### config.mk
export PLATFORM = sky130hd
export DESIGN_NAME = sram_ctl
export DESIGN_NICKNAME = d
export VERILOG_FILES = /design/src/rtl/sram_ctl_pkg.sv /design/src/rtl/sram_ctl_timer.sv /design/src/rtl/sram_ctl_lanes.sv /design/src/rtl/sram_ctl.sv
export SDC_FILE = /design/constraint.sdc
export NUM_CORES = 1
export LEC_CHECK = 0
export BUFFER_PORTS_ARGS = -buffer_cell sky130_fd_sc_hd__buf_2
export CAP_MARGIN = 30
export CORE_ASPECT_RATIO = 1.4
export CORE_MARGIN = 5
export CORE_UTILIZATION = 40
export DETAILED_ROUTE_END_ITERATION = 8
export PLACE_DENSITY = 0.7
export SYNTH_ARGS = -nofsm -noshare
export SYNTH_HDL_FRONTEND = slang
export SYNTH_SLANG_ARGS = --single-unit
### constraint.sdc
create_clock -name clk -period 3.05 [get_ports clk]
set_clock_uncertainty 0.05 [all_clocks]
set_input_delay 0.1525 -clock clk [delete_from_list [all_inputs] [get_ports clk]]
set_output_delay 0.1525 -clock clk [all_outputs]
set_load 0.05 [all_outputs]
### src/rtl/sram_ctl_pkg.sv
// Shared types of the asynchronous SRAM controller.
// Assumes: nothing beyond the standard language.
package sram_ctl_pkg;

    // Phase of the operation that owns the memory bus
    typedef enum logic [1:0] {
        PH_IDLE  = 2'd0,
        PH_WRITE = 2'd1,
        PH_READ  = 2'd2
    } phase_t;

endpackage

### src/rtl/sram_ctl_timer.sv
// Cycle counter for the current memory operation.
// Counts from zero after a clear and stops advancing while run is low.
// Assumes: the owner compares the count against its own limits.
module sram_ctl_timer #(
    parameter int CNT_W = 3
) (
    input  logic             clk,
    input  logic             rst_n,
    input  logic             clear,
    input  logic             run,
    output logic [CNT_W-1:0] cnt
);

    // Restart at an accepted operation, advance while one is in flight
    always_ff @(posedge clk) begin
        if (!rst_n)
            cnt <= '0;
        else if (clear)
            cnt <= '0;
        else if (run)
            cnt <= cnt + 1'b1;
    end

endmodule

### src/rtl/sram_ctl_lanes.sv
// Per-byte-lane logic: turns lane selects into active-low lane enables
// and zeroes unselected lanes of the read word.
// Assumes: DATA_W is a whole number of 8-bit lanes.
module sram_ctl_lanes #(
    parameter int DATA_W = 16,
    localparam int LANES = DATA_W / 8
) (
    input  logic [LANES-1:0]  sel_new,
    input  logic [LANES-1:0]  sel_cur,
    input  logic [DATA_W-1:0] rd_raw,
    output logic [LANES-1:0]  be_n_new,
    output logic [DATA_W-1:0] rd_masked
);

    for (genvar i = 0; i < LANES; i++) begin : g_lane
        // Lane enable is the inverse of the request's lane select
        assign be_n_new[i] = ~sel_new[i];
        // Read data of an unselected lane is replaced with zero
        assign rd_masked[8*i +: 8] = sel_cur[i] ? rd_raw[8*i +: 8] : 8'h00;
    end

endmodule

### src/rtl/sram_ctl.sv
// Synchronous controller for an asynchronous byte-lane SRAM.
// Accepts single-word requests over valid/ready and plays out the
// active-low strobe sequence with cycle counts set by parameters.
// Assumes: WR_CYCLE > WR_PULSE >= 1, RD_ACCESS >= 1, BUS_TURN >= 1;
// the memory releases the bus within BUS_TURN cycles of output enable
// going high; the caller rounds nanosecond limits up to cycles.
module sram_ctl
    import sram_ctl_pkg::*;
#(
    parameter int ADDR_W    = 16,
    parameter int DATA_W    = 16,
    parameter int WR_PULSE  = 4,
    parameter int WR_CYCLE  = 5,
    parameter int RD_ACCESS = 5,
    parameter int BUS_TURN  = 2,
    localparam int LANES    = DATA_W / 8
) (
    input  logic              clk,
    input  logic              rst_n,
    input  logic              req_valid,
    output logic              req_ready,
    input  logic              req_we,
    input  logic [ADDR_W-1:0] req_addr,
    input  logic [DATA_W-1:0] req_wdata,
    input  logic [LANES-1:0]  req_lanes,
    output logic              rsp_valid,
    output logic [DATA_W-1:0] rsp_data,
    output logic [ADDR_W-1:0] mem_addr,
    output logic              mem_ce_n,
    output logic              mem_oe_n,
    output logic              mem_we_n,
    output logic [LANES-1:0]  mem_be_n,
    output logic [DATA_W-1:0] mem_dq_out,
    output logic              mem_dq_oe,
    input  logic [DATA_W-1:0] mem_dq_in
);

    localparam int RD_CYCLE = RD_ACCESS + BUS_TURN;
    localparam int MAX_CYC  = (WR_CYCLE > RD_CYCLE) ? WR_CYCLE : RD_CYCLE;
    localparam int CNT_W    = (MAX_CYC > 2) ? $clog2(MAX_CYC) : 1;

    localparam logic [CNT_W-1:0] WR_END_CNT  = CNT_W'(WR_PULSE - 1);
    localparam logic [CNT_W-1:0] WR_LAST_CNT = CNT_W'(WR_CYCLE - 1);
    localparam logic [CNT_W-1:0] RD_END_CNT  = CNT_W'(RD_ACCESS - 1);
    localparam logic [CNT_W-1:0] RD_LAST_CNT = CNT_W'(RD_CYCLE - 1);

    phase_t            phase;
    logic [CNT_W-1:0]  cnt;
    logic [LANES-1:0]  cur_lanes;
    logic [LANES-1:0]  be_n_new;
    logic [DATA_W-1:0] rd_masked;
    logic              last_cyc;
    logic              accept;
    logic              start;

    // Final cycle of the operation in flight
    assign last_cyc = ((phase == PH_WRITE) && (cnt == WR_LAST_CNT)) ||
                      ((phase == PH_READ)  && (cnt == RD_LAST_CNT));
    // Host may hand over a request when idle or in the final cycle
    assign req_ready = (phase == PH_IDLE) || last_cyc;
    assign accept    = req_valid && req_ready;
    assign start     = accept && (|req_lanes);

    sram_ctl_timer #(.CNT_W(CNT_W)) u_timer (
        .clk   (clk),
        .rst_n (rst_n),
        .clear (start),
        .run   (phase != PH_IDLE),
        .cnt   (cnt)
    );

    sram_ctl_lanes #(.DATA_W(DATA_W)) u_lanes (
        .sel_new   (req_lanes),
        .sel_cur   (cur_lanes),
        .rd_raw    (mem_dq_in),
        .be_n_new  (be_n_new),
        .rd_masked (rd_masked)
    );

    // Phase sequencing and registered memory-side strobes
    always_ff @(posedge clk) begin
        if (!rst_n) begin
            phase      <= PH_IDLE;
            mem_addr   <= '0;
            mem_ce_n   <= 1'b1;
            mem_oe_n   <= 1'b1;
            mem_we_n   <= 1'b1;
            mem_be_n   <= '1;
            mem_dq_out <= '0;
            mem_dq_oe  <= 1'b0;
            cur_lanes  <= '0;
            rsp_valid  <= 1'b0;
            rsp_data   <= '0;
        end else begin
            rsp_valid <= 1'b0;
            if (accept && start) begin
                phase     <= req_we ? PH_WRITE : PH_READ;
                mem_addr  <= req_addr;
                mem_ce_n  <= 1'b0;
                mem_be_n  <= be_n_new;
                cur_lanes <= req_lanes;
                mem_oe_n  <= req_we;
                mem_we_n  <= ~req_we;
                mem_dq_oe <= req_we;
                if (req_we)
                    mem_dq_out <= req_wdata;
            end else if (accept) begin
                phase     <= PH_IDLE;
                mem_ce_n  <= 1'b1;
                mem_oe_n  <= 1'b1;
                mem_we_n  <= 1'b1;
                mem_be_n  <= '1;
                mem_dq_oe <= 1'b0;
                if (!req_we) begin
                    rsp_valid <= 1'b1;
                    rsp_data  <= '0;
                end
            end else begin
                case (phase)
                    PH_WRITE: begin
                        if (cnt == WR_END_CNT) begin
                            mem_we_n  <= 1'b1;
                            mem_dq_oe <= 1'b0;
                        end
                    end
                    PH_READ: begin
                        if (cnt == RD_END_CNT) begin
                            mem_oe_n  <= 1'b1;
                            rsp_valid <= 1'b1;
                            rsp_data  <= rd_masked;
                        end
                    end
                    default: ;
                endcase
                if (last_cyc) begin
                    phase    <= PH_IDLE;
                    mem_ce_n <= 1'b1;
                    mem_be_n <= '1;
                end
            end
        end
    end

endmodule

==> flow_metrics.env <==
export IMPL_synth_enable_flop_cells=0
export IMPL_start_util_pct=41.0
export IMPL_yosysUniqueCellTypes=33
export IMPL_clk_path_buf_depth=2
export IMPL_fmax_mhz=397
export IMPL_tritoncts="yes"
export IMPL_wl_met1_um=2420
export IMPL_grt_overflow_total=0
export IMPL_arrival_ps=2740
export IMPL_final_util_pct=57.0
export IMPL_drv_slew=0
export IMPL_fp_dieW_um=75.5
export IMPL_die_y_um=102
export IMPL_cts_clk_slew_worst_paths_ps=70
export IMPL_antenna_found_initial=0
export IMPL_core_area_mm2=0.00586
export IMPL_hold_class="in -> reg"
export IMPL_wire_per_inst_um=13.9
export IMPL_setup_violations=0
export IMPL_drtAntennaViolNets=0
export IMPL_cp_end_kind="flip-flop"
export IMPL_placed_area_mm2=0.00297
export IMPL_gp_congestion=0.838
export IMPL_syn_cell_area_mm2=0.00240
export IMPL_post_route_min_period_ps=2520
export IMPL_worstSetupStartpointType="flip-flop"
export IMPL_clock_latency_ps=330
export IMPL_route_detailed_drc=0
export IMPL_timing_final_ws_setup_ps=528
export IMPL_fin_area_mm2=0.00334
export IMPL_syn_nets=310
export IMPL_die_area_mm2=0.00767
export IMPL_synth_seq_area_share_pct=51.7
export IMPL_power_density_mw_per_mm2=557
export IMPL_ys_ff_latch=62
export IMPL_grt_pass1_vias=2311
export IMPL_path_class="reg -> reg"
export IMPL_grt_max_degree=46
export IMPL_cap_violations=0
export IMPL_slew_headroom_pct=52.8
export IMPL_drive_gt1_share_pct=34.2
export IMPL_numCtsBuffers=9
export IMPL_leakagePower_nw=1.52
export IMPL_dp_hpwl_um=4280
export IMPL_drtPass1Iterations=4
export IMPL_hold_viol_final=0
export IMPL_syn_inst=252
export IMPL_wl_met3_um=586
export IMPL_wl_met2_um=3160
export IMPL_tns_ps=0
export IMPL_avgSynthCellArea_um2=9.53
export IMPL_clkSinkCount=62
export IMPL_synth_flop_cell="dfxtp_1"
export IMPL_rows=33
export IMPL_top_layer="met4"
export IMPL_num_vias=2257
export IMPL_h_tree_depth=3
export IMPL_areaGrowthSynthToFinish_pct=39.1
export IMPL_rsz0062_at_grt="no"
export IMPL_critPathMaxFanout=25
export IMPL_cp_required_ps=3270
export IMPL_wl_um=6280
export IMPL_drt_iter0_markers=55
export IMPL_cts_setup_buffers=0
export IMPL_vdd_drop_max_v=0.000281
export IMPL_globalRouteTotalUtil_pct=16.9
export IMPL_io_pins=110
export IMPL_num_antenna_cells=0
export IMPL_place_ws_ps=546
export IMPL_period_share_pct=82.7
export IMPL_ys_warn_count=0
export IMPL_grt_pass1_wl_um=9940
export IMPL_fin_nets=436
export IMPL_synthArstFlopShare_pct=0
export IMPL_clockRootBuffer="clkbuf_8"
export IMPL_worst_pin_slew_ps=708
export IMPL_nFillCells=525
export IMPL_status="finished, final reports clean"
export IMPL_via_per_inst=4.98
export IMPL_port_buffers=109
[cells in the final DEF (no fill, tap or decap), types with 2 or more instances in the layout]
| cell type | netlist | routed |
|---|---|---|
| inv_1 | 3 | 3 |
| ha_1 | 4 | 4 |
| dfxtp_1 | 62 | 62 |
| a21oi_1 | 23 | 23 |
| a2bb2oi_1 | 2 | 2 |
| clkbuf_1 | 8 | 2 |
| nand2_1 | 37 | 37 |
| nand2b_1 | 2 | 2 |
| clkbuf_8 | 0 | 9 |
| nor3_1 | 2 | 2 |
| a22o_1 | 16 | 16 |
| nand3_1 | 17 | 17 |
| o21ai_1 | 2 | 2 |
| mux2i_1 | 16 | 16 |
| o21a_1 | 5 | 5 |
| buf_2 | 4 | 109 |
| nor2_1 | 7 | 7 |
| nand3b_1 | 2 | 2 |
| o2bb2ai_1 | 2 | 2 |
| clkinv_2 | 0 | 4 |
| buf_4 | 0 | 3 |
| dlygate4sd3_1 | 0 | 19 |
| and3_1 | 3 | 3 |
| o21ai_0 | 20 | 20 |
[through the flow]
| stage | hold WS, ps | cells | power [mW] |
|---|---|---|---|
| 2_1_floorplan | 228 | 252 | 1.11 |
| 3_3_place_gp | 318 | 417 | 1.19 |
| 3_5_place_dp | 316 | 418 | 1.20 |
| 4_1_cts | 1.30 | 453 | 1.88 |
| 5_1_grt | 5.02 | 453 | 1.95 |
| 6_report | 13.9 | 453 | 1.86 |
[power by group]
group          switching [mW]  leakage (nW)  internal [mW]  total, mW
Combinational           0.221         0.921          0.108      0.330
Clock                   0.292        0.0968          0.372      0.664
Sequential             0.0194         0.505          0.846      0.865
[timing repair]
action	4_1_cts	5_1_grt
hold endpoints to repair	19	0
gates resized for setup	0	0
endpoints found under the setup margin	0	0
hold buffers	19	0
[registers in the layout, summed over array words and instances (netlist names)]
signal / count
cur_lanes: 2
mem_addr: 16
mem_be_n: 2
mem_ce_n: 1
mem_dq_oe: 1
mem_dq_out: 16
mem_oe_n: 1
mem_we_n: 1
phase: 2
rsp_data: 16
rsp_valid: 1
u_timer.cnt: 3
[synth_stat cells (2+ instances only)]
cell	number	area, um^2
o21ai_1	2	10.0
clkbuf_1	8	30.0
buf_6	3	33.8
a2bb2oi_1	2	17.5
nor3_1	2	10.0
nand3b_1	2	15.0
and3_1	3	18.8
o21ai_0	20	100
nor2_1	7	26.3
nand3_1	17	85.1
o2bb2ai_1	2	17.5
nand2_1	37	139
inv_1	3	11.3
nand2b_1	2	12.5
o21a_1	5	37.5
a22o_1	16	140
a21oi_1	23	115
buf_2	4	20.0
dfxtp_1	62	1240
mux2i_1	16	160
ha_1	4	50.1
[kinds of logic after synthesis]
logic type,synth area share [%]
simple gates,13.4
buf+inv,4.48
flops,51.7
compound gates,21.3
xor+xnor,0.365
mux,6.67
fa+ha+maj,2.08
[final timing paths]
kind,start,endpoint,slack (ps),depth (start not counted)
worst max-delay path,u_timer.cnt[0]$_SDFFE_PP0P_,rsp_data[11]$_SDFFE_PN0P_,530,7
worst min-delay path,req_wdata[9],mem_dq_out[9]$_SDFFE_PN0P_,10,3
worst max register to register,u_timer.cnt[0]$_SDFFE_PP0P_,rsp_data[11]$_SDFFE_PN0P_,530,7
worst min register to register,mem_dq_out[3]$_SDFFE_PN0P_,mem_dq_out[3]$_SDFFE_PN0P_,400,2
[worst max-delay path, cell delays in order (launching register included)]
cell	delay, ps
dfxtp_1	330
inv_1	80
ha_1	260
a21boi_2	170
o21a_2	330
inv_2	260
a311oi_4	700
a22o_1	260
[per-layer routing]
| metal | GRT usage, % | up-vias |
|---|---|---|
| met5 | 0 | - |
| met4 | 8.75 | 0 |
| met3 | 5.36 | 10 |
| met2 | 30.4 | 90 |
| met1 | 16.9 | 1010 |
| li1 | - | 1147 |
[area by class of cell]
class	count	area, um^2	share of cell area, %
Clock inverter	5	50.0	1.50
Sequential cell	62	1240	37.2
Clock buffer	11	131	3.93
Tap cell	70	87.6	2.62
Inverter	5	18.8	0.562
Multi-Input combinational cell	169	1050	31.5
Timing Repair Buffer	131	758	22.7
Power figures use the tool's default switching activity.
